--- config.mk ---
export PLATFORM = sky130hd
export DESIGN_NAME = key_watchdog
export DESIGN_NICKNAME = d
export VERILOG_FILES = /design/src/rtl/wdg_pkg.sv /design/src/rtl/wdg_key_fsm.sv /design/src/rtl/wdg_sync_reg.sv /design/src/rtl/wdg_down_counter.sv /design/src/rtl/key_watchdog.sv
export SDC_FILE = /design/constraint.sdc
export NUM_CORES = 1
export LEC_CHECK = 0
export ABC_AREA = 1
export BUFFER_PORTS_ARGS = -buffer_cell sky130_fd_sc_hd__buf_2
export CAP_MARGIN = 15
export CORE_UTILIZATION = 50
export CTS_CLUSTER_DIAMETER = 40
export DETAILED_ROUTE_END_ITERATION = 7
export PLACE_DENSITY = 0.69
export SYNTH_ARGS = -nofsm -noshare
export SYNTH_HDL_FRONTEND = slang
export SYNTH_SLANG_ARGS = --single-unit
--- constraint.sdc ---
create_clock -name clk -period 3.1 [get_ports clk]
set_input_delay 0.62 -clock clk [delete_from_list [all_inputs] [get_ports clk]]
set_output_delay 0.62 -clock clk [all_outputs]
set_load 0.005 [all_outputs]
--- src/rtl/wdg_pkg.sv ---
package wdg_pkg;

    localparam int DATA_W = 16;

    typedef enum logic [1:0] {
        ST_OFF_LOCKED = 2'd0,
        ST_OFF_OPEN   = 2'd1,
        ST_RUN_LOCKED = 2'd2,
        ST_RUN_OPEN   = 2'd3
    } wdg_state_e;

    localparam logic [DATA_W-1:0] KEY_START  = 16'hCCCC;
    localparam logic [DATA_W-1:0] KEY_KICK   = 16'hAAAA;
    localparam logic [DATA_W-1:0] KEY_UNLOCK = 16'h5555;
    localparam logic [DATA_W-1:0] KEY_LOCK   = 16'h0000;

    localparam logic [1:0] ADDR_KEY  = 2'd0;
    localparam logic [1:0] ADDR_DIV  = 2'd1;
    localparam logic [1:0] ADDR_RLD  = 2'd2;
    localparam logic [1:0] ADDR_STAT = 2'd3;

endpackage

--- src/rtl/wdg_key_fsm.sv ---
module wdg_key_fsm
    import wdg_pkg::*;
(
    input  logic              clk,
    input  logic              rst_n,
    input  logic              key_wr,
    input  logic [DATA_W-1:0] key_val,
    output logic              running,
    output logic              wr_open,
    output logic              start_pulse,
    output logic              kick_pulse
);

    wdg_state_e state_q, state_d;
    logic is_start, is_kick, is_unlock, is_lock;

    always_comb begin
        is_start  = key_wr && (key_val == KEY_START);
        is_kick   = key_wr && (key_val == KEY_KICK);
        is_unlock = key_wr && (key_val == KEY_UNLOCK);
        is_lock   = key_wr && (key_val == KEY_LOCK);
    end

    // next-state logic
    always_comb begin
        state_d = state_q;
        unique case (state_q)
            ST_OFF_LOCKED: begin
                if (is_start)       state_d = ST_RUN_LOCKED;
                else if (is_unlock) state_d = ST_OFF_OPEN;
            end
            ST_OFF_OPEN: begin
                if (is_start)                state_d = ST_RUN_OPEN;
                else if (is_kick || is_lock) state_d = ST_OFF_LOCKED;
            end
            ST_RUN_LOCKED: begin
                if (is_unlock) state_d = ST_RUN_OPEN;
            end
            ST_RUN_OPEN: begin
                if (is_kick || is_lock) state_d = ST_RUN_LOCKED;
            end
        endcase
    end

    // state register
    always_ff @(posedge clk or negedge rst_n) begin
        if (!rst_n) state_q <= ST_OFF_LOCKED;
        else        state_q <= state_d;
    end

    // outputs
    always_comb begin
        running     = 1'b0;
        wr_open     = 1'b0;
        unique case (state_q)
            ST_OFF_LOCKED: begin running = 1'b0; wr_open = 1'b0; end
            ST_OFF_OPEN:   begin running = 1'b0; wr_open = 1'b1; end
            ST_RUN_LOCKED: begin running = 1'b1; wr_open = 1'b0; end
            ST_RUN_OPEN:   begin running = 1'b1; wr_open = 1'b1; end
        endcase
        start_pulse = is_start && !running;
        kick_pulse  = is_kick;
    end

    // no way back from a running state
    p_run_sticky_r9: assert property (@(posedge clk) disable iff (!rst_n)
        running |=> running);

    // a kick always leaves access closed
    p_kick_locks_r3: assert property (@(posedge clk) disable iff (!rst_n)
        (key_wr && key_val == KEY_KICK) |=> !wr_open);

    // the unlock key always leaves access open
    p_unlock_opens_r4: assert property (@(posedge clk) disable iff (!rst_n)
        (key_wr && key_val == KEY_UNLOCK) |=> wr_open);

endmodule

--- src/rtl/wdg_sync_reg.sv ---
module wdg_sync_reg #(
    parameter int         W           = 12,
    parameter logic [W-1:0] RST_VAL   = '0,
    parameter int         SYNC_CYCLES = 4
) (
    input  logic         clk,
    input  logic         rst_n,
    input  logic         wr,
    input  logic         open,
    input  logic [W-1:0] wdata,
    output logic [W-1:0] shadow,
    output logic [W-1:0] active,
    output logic         busy
);

    localparam int BW = $clog2(SYNC_CYCLES + 1);

    logic [BW-1:0] busy_q;
    logic          accept;

    assign busy   = (busy_q != '0);
    assign accept = wr && open && !busy;

    always_ff @(posedge clk or negedge rst_n) begin
        if (!rst_n) begin
            shadow <= RST_VAL;
            active <= RST_VAL;
            busy_q <= '0;
        end else if (accept) begin
            shadow <= wdata;
            busy_q <= BW'(SYNC_CYCLES);
        end else if (busy) begin
            busy_q <= busy_q - 1'b1;
            if (busy_q == BW'(1)) active <= shadow;
        end
    end

    // a write during a pending update leaves the stored value alone
    p_busy_blocks_write_r7: assert property (@(posedge clk) disable iff (!rst_n)
        (wr && busy) |=> $stable(shadow));

    // a write with access closed leaves the stored value alone
    p_locked_write_ignored_r4: assert property (@(posedge clk) disable iff (!rst_n)
        (wr && !open) |=> $stable(shadow));

    // when the pending flag drops, the counter sees the new value
    p_apply_on_clear_r7: assert property (@(posedge clk) disable iff (!rst_n)
        $fell(busy) |-> (active == shadow));

endmodule

--- src/rtl/wdg_down_counter.sv ---
module wdg_down_counter #(
    parameter int CNT_W     = 12,
    parameter int CODE_W    = 3,
    parameter int BASE_LOG2 = 2,
    parameter int MAX_CODE  = 6
) (
    input  logic              clk,
    input  logic              rst_n,
    input  logic              running,
    input  logic              start,
    input  logic              kick,
    input  logic [CODE_W-1:0] div_code,
    input  logic [CNT_W-1:0]  reload,
    output logic              rst_req
);

    localparam int DIV_W = BASE_LOG2 + MAX_CODE;

    logic [DIV_W-1:0] pdiv_q;
    logic [CNT_W-1:0] cnt_q;
    logic [DIV_W-1:0] div_last;
    logic             tick;

    function automatic logic [DIV_W-1:0] last_count(input logic [CODE_W-1:0] code);
        int sh;
        sh = (int'(code) > MAX_CODE) ? MAX_CODE : int'(code);
        return DIV_W'((1 << (BASE_LOG2 + sh)) - 1);
    endfunction

    assign div_last = last_count(div_code);
    assign tick     = running && (pdiv_q >= div_last);

    always_ff @(posedge clk or negedge rst_n) begin
        if (!rst_n) begin
            pdiv_q  <= '0;
            cnt_q   <= '1;
            rst_req <= 1'b0;
        end else begin
            rst_req <= 1'b0;
            if (kick) begin
                cnt_q  <= reload;
                pdiv_q <= '0;
            end else if (start) begin
                pdiv_q <= '0;
            end else if (tick) begin
                pdiv_q <= '0;
                if (cnt_q <= CNT_W'(1)) begin
                    cnt_q   <= reload;
                    rst_req <= 1'b1;
                end else begin
                    cnt_q <= cnt_q - 1'b1;
                end
            end else if (running) begin
                pdiv_q <= pdiv_q + 1'b1;
            end
        end
    end

    // the request lasts one cycle
    p_req_one_cycle_r2: assert property (@(posedge clk) disable iff (!rst_n)
        rst_req |=> !rst_req);

    // a stopped watchdog never requests reset
    p_req_only_running_r2: assert property (@(posedge clk) disable iff (!rst_n)
        rst_req |-> running);

    // the divider holds still while stopped
    p_div_idle_when_off_r2: assert property (@(posedge clk) disable iff (!rst_n)
        (!running && !start && !kick) |=> $stable(pdiv_q));

endmodule

--- src/rtl/key_watchdog.sv ---
module key_watchdog
    import wdg_pkg::*;
#(
    parameter int SYNC_CYCLES = 4,
    parameter int RLD_W       = 12,
    parameter int CODE_W      = 3
) (
    input  logic              clk,
    input  logic              rst_n,
    input  logic              bus_wr,
    input  logic [1:0]        bus_addr,
    input  logic [DATA_W-1:0] bus_wdata,
    output logic [DATA_W-1:0] bus_rdata,
    output logic              rst_req
);

    logic running, wr_open, start_pulse, kick_pulse;
    logic key_wr, div_wr, rld_wr;
    logic [CODE_W-1:0] div_shadow, div_active;
    logic [RLD_W-1:0]  rld_shadow, rld_active;
    logic div_busy, rld_busy;

    assign key_wr = bus_wr && (bus_addr == ADDR_KEY);
    assign div_wr = bus_wr && (bus_addr == ADDR_DIV);
    assign rld_wr = bus_wr && (bus_addr == ADDR_RLD);

    wdg_key_fsm u_fsm (
        .clk         (clk),
        .rst_n       (rst_n),
        .key_wr      (key_wr),
        .key_val     (bus_wdata),
        .running     (running),
        .wr_open     (wr_open),
        .start_pulse (start_pulse),
        .kick_pulse  (kick_pulse)
    );

    wdg_sync_reg #(
        .W           (CODE_W),
        .RST_VAL     ('0),
        .SYNC_CYCLES (SYNC_CYCLES)
    ) u_div_reg (
        .clk    (clk),
        .rst_n  (rst_n),
        .wr     (div_wr),
        .open   (wr_open),
        .wdata  (bus_wdata[CODE_W-1:0]),
        .shadow (div_shadow),
        .active (div_active),
        .busy   (div_busy)
    );

    wdg_sync_reg #(
        .W           (RLD_W),
        .RST_VAL     ('1),
        .SYNC_CYCLES (SYNC_CYCLES)
    ) u_rld_reg (
        .clk    (clk),
        .rst_n  (rst_n),
        .wr     (rld_wr),
        .open   (wr_open),
        .wdata  (bus_wdata[RLD_W-1:0]),
        .shadow (rld_shadow),
        .active (rld_active),
        .busy   (rld_busy)
    );

    wdg_down_counter #(
        .CNT_W  (RLD_W),
        .CODE_W (CODE_W)
    ) u_cnt (
        .clk      (clk),
        .rst_n    (rst_n),
        .running  (running),
        .start    (start_pulse),
        .kick     (kick_pulse),
        .div_code (div_active),
        .reload   (rld_active),
        .rst_req  (rst_req)
    );

    always_comb begin
        bus_rdata = '0;
        unique case (bus_addr)
            ADDR_KEY:  bus_rdata = '0;
            ADDR_DIV:  bus_rdata = DATA_W'(div_shadow);
            ADDR_RLD:  bus_rdata = DATA_W'(rld_shadow);
            ADDR_STAT: bus_rdata = DATA_W'({rld_busy, div_busy});
        endcase
    end

endmodule

### After elaboration in Yosys (flattened, before gate mapping)

Index checks and enable logic that the tools add are counted.

| storage, ports and cells | value |
|---|---|
| register bits after elaboration | 59 |
| latch bits | 0 |
| RAM bits | 0 |
| bits in read-only memories | 0 |
| input port bits | 21 |
| output and inout bits | 17 |
| word-level logic and storage cells | 99 |
| memories kept | 0 |

| operators by class | value |
|---|---|
| $add $sub $neg | 6 |
| multipliers | 0 |
| divide/modulo/power cells | 0 |
| order comparisons | 3 |
| eq/ne operators | 16 |
| shift-type cells | 1 |
| muxes and demuxes | 27 |
| bitwise operators | 2 |
| reductions and logical operators | 34 |

Operators with widths:

| cell | count |
|---|---|
| $pmux 16 s4 | 1 |
| $mux 12 | 4 |
| $add 3x32->32 const A | 1 |
| $eq 16x16->1 const B | 2 |
| $mux 8 | 4 |
| $shl 1x32->8 const A | 1 |
| $eq 16x15->1 const B | 1 |
| $logic_not 16->1 | 1 |
| $mux 3 | 5 |
| $logic_and 1x1->1 | 13 |
| $le 12x1->1 const B | 1 |
| $mux 2 | 6 |
| $sub 12x1->12 const B | 1 |
| $add 8x1->8 const B | 1 |
| $eq 2x2->1 const B | 4 |
| $ge 8x8->1 | 1 |
| $pmux 2 s4 | 1 |
| $reduce_or 2->1 | 4 |
| $sub 8x2->8 const B | 1 |
| $eq 3x1->1 const B | 2 |
| $ne 2x1->1 const B | 3 |
| $ne 3x1->1 const B | 2 |
| $reduce_and 3->1 | 2 |
| $reduce_bool 2->1 | 3 |
| other kinds (13) | 24 |

### Longest topological paths before layout

Gate-level depths: netlist of the first run.

| depth | value |
|---|---|
| depth in word-level cells | 10 |
| mapped depth | 15 |
| mapped depth without buffers | 14 |

### Hierarchy

Synthesis of the first run repeated with hierarchy kept, for this count alone.

| unflattened totals | value |
|---|---|
| cells, all modules | 538 |
| area, all modules | 3943.8 um^2 |

Modules (own cells, without submodules):

| module | times used | cells an instance | area an instance (um^2) | seq. area each (um^2) |
|---|---|---|---|---|
| wdg_down_counter | 1 | 238 | 1694.1 | 540.5 |
| wdg_sync_reg (u_rld_reg) | 1 | 129 | 1218.7 | 705.7 |
| wdg_sync_reg (u_div_reg) | 1 | 53 | 469.2 | 225.2 |
| wdg_key_fsm | 1 | 76 | 360.3 | 50.0 |
| key_watchdog | 1 | 42 | 201.4 | 0.0 |

### Worst setup path before layout of the first run

OpenSTA, ideal clock, no wires.

| timing | value |
|---|---|
| kind | register to register |
| from | register u_div_reg.active[1] |
| to | register u_cnt.cnt_q[2] |
| library setup time | 0.072 ns |
| data arrival time | 2.084 ns |
| required time | 3.028 ns |
| slack | 0.944 ns |
| cell stages (with the launch flop) | 16 |
| buffers on the path | 1 |
| period minus slack after synthesis | 2.156 ns |
| path through | dfrtp_1 inv_1 ha_1 nand4_1 xnor2_1 ha_1 nand2_1 inv_1 a21oi_1 nand3_1 nand2_1 nand2_4 inv_1 buf_6 nand2_1 o21ai_1 |

| on the way | value |
|---|---|
| cells in the longest elaborated chain, start to end | 9 |

RTL lines:

| item | RTL line | text |
|---|---|---|
| start, declared | wdg_sync_reg.sv:12 | `output logic [W-1:0] active,` |
| start signal, assigned | wdg_sync_reg.sv:34 | `if (busy_q == BW'(1)) active <= shadow;` |
| $gt 3x3->1 | wdg_down_counter.sv:26 | `sh = (int'(code) > MAX_CODE) ? MAX_CODE : int'(code);` |
| $mux 3 * | wdg_down_counter.sv:26 |  |
| $add 3x32->32 * | wdg_down_counter.sv:27 | `return DIV_W'((1 << (BASE_LOG2 + sh)) - 1);` |
| $shl 1x32->8 * | wdg_down_counter.sv:27 |  |
| $sub 8x2->8 * | wdg_down_counter.sv:27 |  |
| $ge 8x8->1 * | wdg_down_counter.sv:31 | `assign tick = running && (pdiv_q >= div_last);` |
| $logic_and 1x1->1 * | wdg_down_counter.sv:31 |  |
| $reduce_bool 2->1 (no line) * | - |  |
| $reduce_and 2->1 (no line) * | - |  |
| end signal, assigned | wdg_down_counter.sv:41 | `cnt_q <= reload;` |
| end signal, assigned | wdg_down_counter.sv:48 | `cnt_q <= reload;` |
| end signal, assigned | wdg_down_counter.sv:51 | `cnt_q <= cnt_q - 1'b1;` |
| end, declared | wdg_down_counter.sv:20 | `logic [CNT_W-1:0] cnt_q;` |

Mark *: on every way between the ends. The rest lies on a longest branch, timed or not.
A chain may end at the register's enable or synchronous reset.

### Worst setup path in the final report of the first run

Ends and elaborated chain as after synthesis.

==> flow_summary_export.csv, run 1 <==
group,metric,value,unit
status,status,"finished, final reports clean",
power,leakage,0.001909,uW
global_route,grt_pass1_vias,2829,
route,drt-initial-drc-count,135,
clock_network,postCtsSetupRepairBufs,0,
setup_path,regToRegSetupSlack,0.56,ns
clock_network,root_buffer,"clkbuf_8",
logic_synthesis,synth-compound-area-share,7.664,%
finish,finish.utilization,56.66,%
clock_network,cts.htree.levels,3,
global_route,grt_pass1_wl,12610,um
setup_path,start_kind,"flip-flop",
route,routedWlPerCell,11.61,um
route,route.detailed.drc,0,
logic_synthesis,synth_mux_area_share,0,%
setup_path,r2r_cells,14,
placed_design,place.gp.congestion,0.8678,
route,vias_per_cell,4.892,
logic_synthesis,synth_xor_area_share,3.309,%
route,first_pass_iters,4,
route,vias,3092,
finish,diodes,0,
sta,max_freq,393.5,MHz
power,ir_drop,0.0003917,V
sta,tns,0,ns
job,drv_cap,0,
setup_path,rr_endpoint,"u_cnt.cnt_q[2]$_DFFE_PN1P_",
route,totalWireLength,7336,um
logic_synthesis,synth_top_family_by_area,"simple AND/OR/NAND/NOR gates",
floorplan,initial_core_util,51.37,%
sta,period_needed,2.541,ns
setup_path,arrival,2.81,ns
floorplan,die_area,0.007761,sq mm
logic_synthesis,syn_avg_cell_area,7.548,sq um
setup_path,crit_type,"flip-flop to flip-flop",
finish,syn_to_final_growth,10.30,%
logic_synthesis,yosys_warnings,0,
sta,setup_viol,0,
placed_design,place_area,0.003934,sq mm
setup_path,crit_path_end_kind,"flip-flop",
logic_synthesis,synth_edf_count,0,
power,power,2783,uW
power,power_density,680.8,mW/mm^2
logic_synthesis,ys_seq_area_share,41.05,%
global_route,grt_use_total,21.30,%
sta,drv_slew,0,
clock_network,numCtsBuffers,9,
logic_synthesis,synth_top_area_cell,"dfstp_2",
logic_synthesis,async_flop_share,100.0,%
sta,hold_viol_final,0,
finish,final_cell_area,0.004088,sq mm
logic_synthesis,yosys.area_share.simple,30.96,%
sta,worst_slew_pin_slew,0.7467,ns
clock_network,clockBufferDepth,2,
logic_synthesis,syn_inst,491,
logic_synthesis,synth_ff_type,"dfstp_2",
logic_synthesis,synth_common_cells,"nand2_1, inv_1, nor2_1",
setup_path,rr_startpoint,"u_div_reg.active[1]$_DFFE_PN0P_",
route,antenna_left,0,
logic_synthesis,synthAdderAreaFrac,6.752,%
placed_design,io_buffers,33,
logic_synthesis,synth.distinct_cells,37,
floorplan,core-area,0.007214,sq mm
logic_synthesis,synth_seq_cells,59,
global_route,overflow,0,
floorplan,io_pins,38,
setup_path,cp.required,3.37,ns
min_path,hold_class,"input pin to asynchronous set/reset pin",
logic_synthesis,synth_top_area_share,25.52,%
sta,slew_headroom,50.07,%
logic_synthesis,ys_top_cells_by_area,"dfstp_2, dfrtp_1, nand2_1, inv_1, ha_1",
placed_design,placed_cells,616,
clock_network,cts.clk_slew.worst_paths,0.07,ns
logic_synthesis,syn_area,0.003706,sq mm
placed_design,dp_hpwl,5661,um
floorplan,die_w,88.10,um
sta,rsz0062_at_grt,"no",
clock_network,cts_tree,"built",
finish,fin_cells,632,
finish,fin_nets,569,
clock_network,clk_latency,0.34,ns
clock_network,post_cts_resize_count,0,
logic_synthesis,synth_most_common_cell,"nand2_1",
global_route,grt_max_degree,26,
sta,fin_crit_sh,81.97,%
floorplan,die_y,88.10,um
sta,clock_skew,0.01459,ns
clock_network,clock_sinks,59,
setup_path,critPathMaxFanout,15,
global_route,antenna_found_initial,0,
clock_network,holdBufCountCts,0,
finish,drive_above_1_share,19.51,%
floorplan,rows,31,
[worst max path at each step]
stage	start	endpoint	slack (ns)	cells past startpoint
5_1_grt	u_div_reg.active[1]$_DFFE_PN0P_	u_cnt.cnt_q[10]$_DFFE_PN1P_	0.31	14
3_5_place_dp	u_div_reg.active[1]$_DFFE_PN0P_	u_cnt.cnt_q[2]$_DFFE_PN1P_	0.57	14
4_1_cts	u_div_reg.active[1]$_DFFE_PN0P_	u_cnt.cnt_q[2]$_DFFE_PN1P_	0.54	14
6_report	u_div_reg.active[1]$_DFFE_PN0P_	u_cnt.cnt_q[2]$_DFFE_PN1P_	0.56	14
2_1_floorplan	u_div_reg.active[1]$_DFFE_PN0P_	u_cnt.cnt_q[2]$_DFFE_PN1P_	0.94	15
3_3_place_gp	u_div_reg.active[1]$_DFFE_PN0P_	u_cnt.cnt_q[2]$_DFFE_PN1P_	0.68	14
[placed cells by master (no fill, tap or decap), types with 2 or more instances in the layout]
cell and n:
o221ai_1 2, nand3_4 2, nor2_4 2, clkbuf_1 4, nor3_1 4, nand2_2 4, buf_4 2, inv_1 74
xnor2_1 7, nand3b_1 4, nor2_1 51, nor2_2 2, dfrtp_1 23, nand2_1 135, a21oi_1 5, inv_2 3
buf_2 33, nand3_1 31, nor3_2 3, nand4_1 9, clkinv_2 3, o22ai_1 3, o21ai_0 41, xor2_1 7
clkbuf_8 9, nand2_4 2, ha_1 20, o21ai_1 2, dfstp_2 36, conb_1 4
[critical path, cell delays in order (launching register included)]
cell	delay (ns)
dfrtp_1	0.42
inv_1	0.11
ha_1	0.33
nand4_1	0.12
xnor2_1	0.14
ha_1	0.27
nand2_1	0.08
inv_1	0.04
a21oi_1	0.14
nand3_1	0.14
nand2_1	0.12
nand2_4	0.12
inv_1	0.26
nand2_1	0.09
o21ai_1	0.08
[metrics by stage]
stage / hold WS, ns / setup WS (ns)
3_5_place_dp: 0.4810 / 0.5717
6_report: 0.2323 / 0.5588
5_1_grt: 0.2606 / 0.3094
4_1_cts: 0.2312 / 0.5408
2_1_floorplan: 0.3244 / 0.9443
3_3_place_gp: 0.4727 / 0.6839
[logic make-up (layout without fill, tap and decap cells)]
kind of cell / count (synthesis) / in the layout
compound gates: 54 / 54
xor+xnor: 14 / 14
fa+ha+maj: 20 / 20
buf+inv: 89 / 128
flops: 59 / 59
other cells: 1 / 4
simple gates: 254 / 254
[where the power goes]
| group | internal, uW | switching [uW] | total, uW | leakage [uW] |
|---|---|---|---|---|
| combinational | 416 | 698 | 1110 | 0.00115 |
| clock | 287 | 291 | 578 | 0.0000812 |
| sequential | 962 | 130 | 1090 | 0.000673 |
[layout make-up]
class,instances,area (sq um)
fill,709,3127
multi-input combinational,346,1819
sequential,59,1521
inverter,77,289.0
timing repair buffer,35,180.2
clock buffer,13,138.9
tap,99,123.9
clock inverter,3,15.01
[registers in the layout, indices dropped and copies added (netlist names)]
register / cells
u_div_reg.shadow: 3
u_rld_reg.busy_q: 3
u_rld_reg.active: 12
u_div_reg.busy_q: 3
u_div_reg.active: 3
u_cnt.pdiv_q: 8
u_cnt.cnt_q: 12
u_cnt.rst_req: 1
u_rld_reg.shadow: 12
u_fsm.state_q: 2
[layer usage]
metal | vias to the layer above | global-route usage, % | wire, um
li1 | 1612 | - | -
met1 | 1417 | 28.23 | 3599
met2 | 52 | 33.90 | 3336
met3 | 11 | 4.807 | 281
met4 | 0 | 8.504 | 120
met5 | - | 0 | 0
(Power assumes the default switching activity.)
==> run 2, diff against run 1 <==
Clock period 3.1 ns to 2.5 ns, I/O delays scaled along.
==> run 2 against run 1 <==
Against the previous run: register-to-register slack worse by 0.41 ns; cell area increased by 2.1%; first-iteration DRC count grew 39%; critical endpoint unchanged; clock power increased by 34%; cell count grew 0.47%; global-route usage decreased by 0.18 points; hold slack worse by 0.096 ns; clock-buffer cell count rose by 1.
==> flow_summary_export.csv, run 2 (synthesis results as in run 1) <==
group,metric,value,unit
status,status,"finished, final reports clean",
power,p_sw_share,40.17,%
sta,max_freq,424.8,MHz
setup_path,cp-startpoint,"u_div_reg.active[1]$_DFFE_PN0P_",
power,leakage,0.001933,uW
finish,reg_top3,"u_cnt.cnt_q (12), u_rld_reg.active (12), u_rld_reg.shadow (12)",
finish,final_common_cell,"nand2_1",
placed_design,dp_hpwl,5458,um
floorplan,die_w,88.10,um
finish,diodes,0,
route,first_pass_iters,4,
setup_path,rr_endpoint,"u_cnt.cnt_q[2]$_DFFE_PN1P_",
power,p_int,2184,uW
floorplan,die_area,0.007761,sq mm
placed_design,dp_slack,0.07949,ns
global_route,grt_pass1_vias,2873,
route,routedWlPerCell,11.90,um
setup_path,crit_buf_inv,2,
finish,fin_nets,572,
setup_path,start_kind,"flip-flop",
route,route.detailed.drc,0,
sta,fin_crit_sh,94.16,%
setup_path,r2r_cells,13,
setup_path,slowest_stage,"dfrtp_1",
global_route,overflow,0,
global_route,grt_max_degree,60,
clock_network,clk_latency,0.34,ns
floorplan,io_pins,38,
sta,slew_headroom,47.90,%
setup_path,cp.required,2.77,ns
setup_path,critPathCapture,"u_cnt.cnt_q[2]$_DFFE_PN1P_",
power,p_seq_share,36.9,%
setup_path,crit_top_cell,"nand2_1",
floorplan,initial_core_util,51.37,%
sta,setup_viol,0,
global_route,antenna_found_initial,0,
clock_network,cts.clk_slew.worst_paths,0.07,ns
floorplan,core-area,0.007214,sq mm
clock_network,cts_tree,"built",
clock_network,clock_sinks,59,
sta,worst_slew_pin_slew,0.7791,ns
setup_path,crit_chain,"inv_2, ha_4, nand4_1, xnor2_1, ha_1, nand2_1, nor2_1, nand2_1, nand3_1, nand2_2, nand2_4, clkinvlp_4, o21ai_1",
clock_network,cts.htree.levels,3,
route,totalWireLength,7554,um
setup_path,critPathMaxFanout,6,
sta,clock_skew,0.01059,ns
setup_path,max_stage_delay,0.43,ns
setup_path,regToRegSetupSlack,0.15,ns
placed_design,place.gp.congestion,0.8266,
route,drt-initial-drc-count,187,
route,vias,3121,
global_route,grt_pass1_wl,12620,um
power,ir_drop,0.0004889,V
setup_path,crit_type,"flip-flop to flip-flop",
setup_path,arrival,2.62,ns
clock_network,clockBufferDepth,2,
setup_path,worst-path-stages,13,
min_path,hold_class,"input pin to asynchronous set/reset pin",
clock_network,numCtsBuffers,9,
route,vias_per_cell,4.915,
route,antenna_left,0,
floorplan,rows,31,
power,comb_power_share,41.8,%
placed_design,io_buffers,33,
finish,syn_to_final_growth,12.56,%
sta,hold_viol_final,0,
finish,finish.utilization,57.82,%
finish,layout_common_cells,"nand2_1, inv_1, nor2_1",
sta,layout_setup_ws,0.1461,ns
setup_path,rr_startpoint,"u_div_reg.active[1]$_DFFE_PN0P_",
finish,drive_above_1_share,21.27,%
sta,drv_slew,0,
sta,period_needed,2.354,ns
floorplan,die_y,88.10,um
setup_path,path_delay_family,"simple AND/OR/NAND/NOR gates",
clock_network,root_buffer,"clkbuf_8",
power,power_density,875.2,mW/mm^2
global_route,grt_use_total,21.13,%
setup_path,crit_path_end_kind,"flip-flop",
job,drv_cap,0,
power,p_switching,1467,uW
power,pwr-share-clk,21.3,%
run 2: routing by layer:
layer  track usage [%]  vias to the layer above  part of all wire (%)
li1                  -                     1623                     -
met1             27.89                     1428                    48
met2             33.90                       59                    47
met3             4.618                       11                   3.4
met4             8.358                        0                   1.3
met5                 0                        -                     0
run 2: final cells by class:
| cell class | instances | area (sq um) |
|---|---|---|
| timing repair buffer | 37 | 215.2 |
| multi-input combinational | 346 | 1837 |
| fill | 663 | 3043 |
| tap | 99 | 123.9 |
| clock buffer | 14 | 162.7 |
| timing repair inverter | 1 | 7.507 |
| inverter | 77 | 292.8 |
| sequential | 59 | 1523 |
| clock inverter | 2 | 10.01 |
run 2: repair_timing:
action                     CTS  global route
hold buffers                 0             0
resized for setup            0            10
setup endpoints to repair    0            18
buffers inserted             0             2
run 2: through the flow:
stage                     std cells  TNS (ns)  hold slack, ns  total power (uW)  cell area, sq um
final                           635         0          0.1364              3651              4172
after global routing            635   -0.1742          0.1777              3954              4172
after CTS                       632         0          0.1603              3571              4119
after detailed placement        616         0          0.4745              2775              3946
after global placement          616         0          0.4709              2734              3946
after floorplan                 494         0          0.2044              2511              3717
run 2: power by group through the flow:
stage                     registers (uW)  clock network (uW)  logic (uW)
after floorplan                     1320                   0        1190
after global placement              1360                   0        1380
after detailed placement            1360                   0        1410
after CTS                           1340                 798        1430
after global routing                1370                 840        1740
final                               1350                 776        1530
run 2: worst reg2reg max path, cell delays in order, from the launching register on:
cell,delay [ns]
dfrtp_1,0.43
inv_2,0.09
ha_4,0.28
nand4_1,0.15
xnor2_1,0.16
ha_1,0.27
nand2_1,0.05
nor2_1,0.12
nand2_1,0.07
nand3_1,0.12
nand2_2,0.08
nand2_4,0.13
clkinvlp_4,0.16
o21ai_1,0.15
run 2: worst min-delay path by stage:
stage,to,cells after the start,startpoint
6_report,u_cnt.pdiv_q[5]$_DFFE_PN0P_,2,rst_n
5_1_grt,u_cnt.pdiv_q[5]$_DFFE_PN0P_,2,rst_n
4_1_cts,u_cnt.pdiv_q[4]$_DFFE_PN0P_,2,rst_n
3_5_place_dp,u_rld_reg.busy_q[1]$_DFFE_PN0P_,2,u_rld_reg.busy_q[1]$_DFFE_PN0P_
3_3_place_gp,u_rld_reg.busy_q[1]$_DFFE_PN0P_,2,u_rld_reg.busy_q[1]$_DFFE_PN0P_
2_1_floorplan,u_cnt.pdiv_q[0]$_DFFE_PN0P_,0,rst_n
